$ cat src/rtl/stamp_pkg.sv
package stamp_pkg;

    // Read sequencing states of the snapshot port.
    typedef enum logic [1:0] {
        ST_IDLE    = 2'd0,
        ST_HOLD_HI = 2'd1,
        ST_PEND_LO = 2'd2,
        ST_HOLD_LO = 2'd3
    } snap_state_t;

endpackage

$ cat src/rtl/stamp_prescaler.sv
module stamp_prescaler #(
    parameter int PRESCALE = 1
) (
    input  logic clk,
    input  logic rst_n,
    output logic tick
);
    localparam int DIV_W = (PRESCALE > 1) ? $clog2(PRESCALE) : 1;
    localparam logic [DIV_W-1:0] LAST = DIV_W'(PRESCALE - 1);

    logic [DIV_W-1:0] div_q;

    always_ff @(posedge clk) begin
        if (!rst_n) begin
            div_q <= '0;
        end else if (div_q == LAST) begin
            div_q <= '0;
        end else begin
            div_q <= div_q + 1'b1;
        end
    end

    assign tick = (div_q == LAST);


    tick_spacing_chk: assert property (@(posedge clk) disable iff (!rst_n)
        (tick && (PRESCALE > 1)) |=> !tick);

endmodule

$ cat src/rtl/stamp_counter.sv
module stamp_counter #(
    parameter int CNT_W = 24
) (
    input  logic             clk,
    input  logic             rst_n,
    input  logic             tick,
    output logic [CNT_W-1:0] count
);
    always_ff @(posedge clk) begin
        if (!rst_n) begin
            count <= '0;
        end else if (tick) begin
            count <= count + 1'b1;
        end
    end


    step_chk: assert property (@(posedge clk) disable iff (!rst_n)
        tick |=> (count == $past(count) + CNT_W'(1)));


    idle_hold_chk: assert property (@(posedge clk) disable iff (!rst_n)
        !tick |=> $stable(count));

endmodule

$ cat src/rtl/stamp_snapshot.sv
module stamp_snapshot
    import stamp_pkg::*;
#(
    parameter int CNT_W  = 24,
    parameter int DATA_W = 16
) (
    input  logic              clk,
    input  logic              rst_n,
    input  logic              rd_sel,
    input  logic              word_hi,
    input  logic [CNT_W-1:0]  count,
    output logic [DATA_W-1:0] rd_data,
    output logic              rd_oe
);
    snap_state_t      state_q, state_d;
    logic             capture;
    logic [CNT_W-1:0] snap_q;

    // Next state and capture decision.
    always_comb begin
        state_d = state_q;
        capture = 1'b0;
        unique case (state_q)
            ST_IDLE: begin
                if (rd_sel) begin
                    capture = 1'b1;
                    state_d = word_hi ? ST_HOLD_HI : ST_HOLD_LO;
                end
            end
            ST_HOLD_HI: begin
                if (!rd_sel) state_d = ST_PEND_LO;
            end
            ST_PEND_LO: begin
                if (rd_sel) begin
                    capture = word_hi;
                    state_d = word_hi ? ST_HOLD_HI : ST_HOLD_LO;
                end
            end
            ST_HOLD_LO: begin
                if (!rd_sel) state_d = ST_IDLE;
            end
            default: state_d = ST_IDLE;
        endcase
    end

    // State register.
    always_ff @(posedge clk) begin
        if (!rst_n) state_q <= ST_IDLE;
        else        state_q <= state_d;
    end

    // Snapshot register, loaded only by the read strobe.
    always_ff @(posedge clk) begin
        if (!rst_n)       snap_q <= '0;
        else if (capture) snap_q <= count;
    end

    // Outputs.
    always_comb begin
        rd_data = '0;
        rd_oe   = 1'b0;
        unique case (state_q)
            ST_HOLD_HI: begin
                rd_data = DATA_W'(snap_q >> DATA_W);
                rd_oe   = 1'b1;
            end
            ST_HOLD_LO: begin
                rd_data = snap_q[DATA_W-1:0];
                rd_oe   = 1'b1;
            end
            default: begin
                rd_data = '0;
                rd_oe   = 1'b0;
            end
        endcase
    end


    hold_stable_chk: assert property (@(posedge clk) disable iff (!rst_n)
        (rd_oe && rd_sel) |=> $stable(rd_data));


    idle_zero_chk: assert property (@(posedge clk) disable iff (!rst_n)
        !rd_oe |-> (rd_data == '0));


    oe_onset_chk: assert property (@(posedge clk) disable iff (!rst_n)
        $rose(rd_oe) |-> $past(rd_sel));


    pend_keep_chk: assert property (@(posedge clk) disable iff (!rst_n)
        (state_q == ST_PEND_LO && rd_sel && !word_hi) |=>
            ($stable(snap_q) && rd_data == snap_q[DATA_W-1:0]));

endmodule

$ cat src/rtl/cycle_stamp_counter.sv
module cycle_stamp_counter #(
    parameter int CNT_W    = 24,
    parameter int DATA_W   = 16,
    parameter int PRESCALE = 1
) (
    input  logic              clk,
    input  logic              rst_n,
    input  logic              rd_sel,
    input  logic              word_hi,
    output logic [DATA_W-1:0] rd_data,
    output logic              rd_oe
);
    logic             tick;
    logic [CNT_W-1:0] count;

    stamp_prescaler #(.PRESCALE(PRESCALE)) u_pre (
        .clk   (clk),
        .rst_n (rst_n),
        .tick  (tick)
    );

    stamp_counter #(.CNT_W(CNT_W)) u_cnt (
        .clk   (clk),
        .rst_n (rst_n),
        .tick  (tick),
        .count (count)
    );

    stamp_snapshot #(.CNT_W(CNT_W), .DATA_W(DATA_W)) u_snap (
        .clk     (clk),
        .rst_n   (rst_n),
        .rd_sel  (rd_sel),
        .word_hi (word_hi),
        .count   (count),
        .rd_data (rd_data),
        .rd_oe   (rd_oe)
    );

endmodule

$ cat config.mk
export PLATFORM = sky130hd
export DESIGN_NAME = cycle_stamp_counter
export DESIGN_NICKNAME = d
export VERILOG_FILES = /design/src/rtl/stamp_pkg.sv /design/src/rtl/stamp_prescaler.sv /design/src/rtl/stamp_counter.sv /design/src/rtl/stamp_snapshot.sv /design/src/rtl/cycle_stamp_counter.sv
export SDC_FILE = /design/constraint.sdc
export NUM_CORES = 1
export LEC_CHECK = 0
export BUFFER_PORTS_ARGS = -buffer_cell sky130_fd_sc_hd__clkbuf_2
export CAP_MARGIN = 20
export CORE_MARGIN = 8
export CORE_UTILIZATION = 40
export CTS_BUF_LIST = sky130_fd_sc_hd__clkbuf_8
export CTS_CLUSTER_DIAMETER = 120
export DETAILED_ROUTE_END_ITERATION = 6
export SLEW_MARGIN = 25
export SYNTH_ARGS = -nofsm -noshare
export SYNTH_HDL_FRONTEND = slang
export SYNTH_SLANG_ARGS = --single-unit
$ cat constraint.sdc
create_clock -name clk -period 2.3 [get_ports clk]
set_input_delay 0.69 -clock clk [delete_from_list [all_inputs] [get_ports clk]]
set_output_delay 0.69 -clock clk [all_outputs]
set_load 0.03 [all_outputs]
## Yosys cells after proc, flatten, opt, wreduce, memory -nomap -nowiden

Index checks and enable logic that the tools add are counted.
Widths: inputs -> output; s select.

- Flip-flop bits (word level): 51
- Bits of input ports: 4
- Output and inout bits: 17

- Add/subtract/negate cells: 2
- Eq/ne operators: 6
- Muxes and demuxes: 10
- Reductions and logical operators: 5

Operators with widths:

| kind | number |
|---|---|
| $pmux 16 s2 | 1 |
| $add 24x1->24 const B | 1 |
| $mux 2 | 4 |
| $pmux 2 s3 | 1 |
| $eq 2x2->1 const B | 2 |
| $ne 2x2->1 const B | 2 |
| $reduce_or 2->1 | 2 |
| $mux 1 | 3 |
| $reduce_and 3->1 | 1 |
| $eq 2x1->1 const B | 1 |
| $logic_not 2->1 | 1 |
| $ne 2x1->1 const B | 1 |
| $pmux 1 s2 | 1 |
| $reduce_and 2->1 | 1 |
| $add 1x1->1 const B | 1 |

## Longest topological paths before layout

- Depth in word-level cells: 4
- Depth in mapped cells: 6
- Gate-level depth less buffers: 5

## Hierarchy

From an unflattened synthesis, not the netlist that was laid out.

- Cell total of the unflattened synthesis: 269
- Area, all modules: 2,418.6 µm²

Modules (own cells, without submodules):

| module | times used | cells an instance | area an instance (µm²) |
|---|---|---|---|
| stamp_snapshot | 1 | 142 | 1,303.8 |
| stamp_counter | 1 | 124 | 1,087.3 |
| stamp_prescaler | 1 | 3 | 27.5 |

## Worst setup path before layout

No wires, ideal clock.

- Path kind: register to output
- Start point: register u_snap.state_q[1]
- End point: output port rd_data[10]
- Data arrival time: 1.327 ns
- Data required time: 1.610 ns
- Path slack: 0.283 ns
- Stages on the path, launching flop included: 4
- Path buffers: 2
- Cell sequence: dfxtp_1 clkbuf_1 clkbuf_1 and3_1

- Word-level cells in the longest chain between the ends: 2
- Elaborated cells between the ends (all ways): 3

RTL lines:

| what | line | source |
|---|---|---|
| start: declaration | stamp_snapshot.sv:15 | `snap_state_t state_q, state_d;` |
| start signal: assignment | stamp_snapshot.sv:49 | `else state_q <= state_d;` |
| $eq 2x2->1 / $eq 2x1->1 (equally long branches) | stamp_snapshot.sv:62 | `unique case (state_q)` |
| $pmux 16 s2 * | stamp_snapshot.sv:62 |  |
| end: declaration | cycle_stamp_counter.sv:10 | `output logic [DATA_W-1:0] rd_data,` |

Mark *: on every way between the ends. The rest lies on a longest branch, timed or not.

## Final worst setup path

- Start point: register u_snap.state_q[0]
- End point: output port rd_data[8]

Same word-level chain as after synthesis.

==> results.toml <==
[pwr]
powerDensity_nw_per_um2 = 595.2
p_leak_nw = 0.8965
vdd_drop_max_mv = 0.3436

[critical_path]
rr_endpoint = "u_cnt.count[20]"
r2r_cells = 4
r2r_start = "u_cnt.count[5]"
cp-endpoint = "rd_data[8]"
critPathRequiredTime_ns = 1.61
cp.arrival_ns = 1.39
crit_type = "reg -> out"
startpoint_type = "flip-flop"
path_max_fanout = 19
crit_start = "u_snap.state_q[0]"
r2r_setup_slack_ns = 0.26
end_kind = "output port"

[final_layout]
drive_gt1_frac = 0.1458
area_delta_synth_final_pct = 11.88
stdcell_count = 360
post-route-util = 0.4592
n_antenna_cell = 0
post-route-cell-area_sq_um = 2497
nets = 292
fill_cells = 573

[placed_design]
port_buffers = 20
gp_congestion = 0.8030
hpwl_um = 3120
dp_cells = 352
placed_cell_area_sq_um = 2410

[synth]
yosys_warnings = 0
syn_nets = 274
synth_top_area_cell = "dfxtp_1"
synth-simple-area-share = 0.2881
synthCells = 269
syn_avg_cell_area_sq_um = 8.298
synthArstFlopShare = 0
synth_xor_area_frac = 0.05101
yosysSeqAreaShare = 0.4574
syn_area_sq_um = 2232
synth_top_family_by_area = "simple AND/OR/NAND/NOR gates"
yosysTopAreaCellShare = 0.4574
synth_area_leaders = "dfxtp_1 46%, nand2_1 9.2%, a21oi_1 7.8%"
synth_compound_area_frac = 0.1166
synth_common_cells = "55 x nand2_1, 51 x dfxtp_1, 35 x a21oi_1"
ys_ff_latch = 51
synth.most_common_cell = "nand2_1"
synth_fa_ha_area_frac = 0.005605
ys.flop_type = "dfxtp_1"
synth_edf_count = 0
synth_mux_area_frac = 0.04036
yosys.cell_types.count = 36

[global_route]
grt_pass1_wl_um = 8217
grt_max_degree = 50
grt_pass1_vias = 1774
antenna_found_initial = 0
grt_overflow = 0
grt_usage = 0.1176

[clocking]
post-cts-setup-buffers = 0
htree_levels = 2
cts.sinks = 51
clockRootBuffer = "clkbuf_8"
hold_buffers = 0
clockBufferDepth = 2
cts_made_buffers = 5
cts_tree = "done"
cts-resized-gates = 0
clk_pin_slew_ns = 0.09
clkLatencyLatePin_ns = 0.30

[sta]
maxSlewHeadroom = 0.6547
period_share = 0.9040
finalSetupViolations = 0
hold_ws_ns = 0.4548
slew_violations = 0
tns_ns = 0
clock-skew-final_ns = 0.003528
clock.fmax_ghz = 0.4810
tightest_slew_ns = 0.5172
rsz0062_at_grt = "no"
min_period_ns = 2.079
finalHoldViolCount = 0

[drt]
wirelength_um = 4593
ant_nets = 0
drc = 0
num_vias = 1832
drt-vias-per-instance = 5.089
drtIter0Drc = 183
wl_per_cell_um = 12.76
drtPass1Iterations = 4

[outcome]
status = "finished clean"

[floorplan]
row_count = 27
die-area_sq_um = 8226
die_y_um = 90.70
core_sq_um = 5439
die_w_um = 90.70
ios = 21
start_util = 0.4104

[min_path]
hold_path_class = "reg -> reg"

[run]
drv_cap = 0
## where the power goes
part	internal, mW	total, mW	switching (mW)
clock	0.209	0.500	0.291
combinational	0.0276	0.0842	0.0566
sequential	0.891	0.903	0.0118
total	1.13	1.49	0.359
## worst max-delay path, cell delays in order (launching register included)
cell and delay (ns):
dfxtp_1 0.65, and3_1 0.24, clkbuf_2 0.20
## logic make-up after synthesis
group	count (synthesis)
compound gates	48
xor+xnor	13
fa+ha+maj	1
buf+inv	21
flops	51
mux	9
other cells	1
simple gates	125
## metrics by stage
stage	setup WS, ns	total power, mW
after global placement	0.1611	1.009
final	0.2209	1.486
after global routing	0.1138	1.548
after detailed placement	0.1211	1.009
after CTS	0.08886	1.501
after floorplan	0.2827	0.9815
## state kept, by name, summed over array words and instances, names as in the netlist
name and count:
u_cnt.count 24, u_pre.div_q 1, u_snap.state_q 2, u_snap.snap_q 24
## layer usage
metal,wire length (um),track usage,vias to the layer above
met3,158,0.03408,4
met5,0,0,-
met4,57,0.03745,0
met2,1989,0.1845,17
li1,-,-,955
met1,2388,0.1502,856
## how the worst min path moves through the flow
stage / from / end / cells past startpoint / slack [ns]
floorplan: u_snap.snap_q[10] / u_snap.snap_q[10] / 2 / 0.43
global placement: u_snap.snap_q[15] / u_snap.snap_q[15] / 2 / 0.44
detailed placement: u_snap.snap_q[11] / u_snap.snap_q[11] / 2 / 0.44
CTS: u_snap.snap_q[11] / u_snap.snap_q[11] / 2 / 0.46
global route: u_snap.snap_q[18] / u_snap.snap_q[18] / 2 / 0.48
finish: u_snap.snap_q[11] / u_snap.snap_q[11] / 2 / 0.45
## area by class of cell
class,instances,area (sq um),area share
inverter,4,15.01,0.006012
clock buffer,5,68.82,0.02756
tap,72,90.09,0.03607
clock inverter,3,15.01,0.006012
sequential,51,1021,0.4088
timing repair buffer,28,160.2,0.06413
multi-input combinational,197,1127,0.4514
## cells in the final DEF, fill, tap and decap left out
cell	instances
and3_1	8
clkbuf_2	20
nand2b_1	2
a21o_1	1
clkinv_2	3
or4_1	6
inv_1	4
nor3_1	1
and4_2	1
or2_2	1
o22ai_1	1
nand2_1	55
buf_4	8
o31ai_1	6
clkbuf_8	5
or3_1	4
xnor2_1	7
conb_1	1
or4_4	1
nor4_1	4
nand4b_2	1
nor2_1	15
and2_1	1
nand3_1	6
nand4_1	5
and4b_1	1
a21oi_1	35
or3_2	1
nand4_4	1
nor2b_1	9
and3b_1	1
dfxtp_1	51
nand3b_1	1
o21ai_0	4
xor2_1	6
ha_1	1
mux2i_1	9
a31oi_1	1
Note: power is estimated with default switching activity, not from simulation.
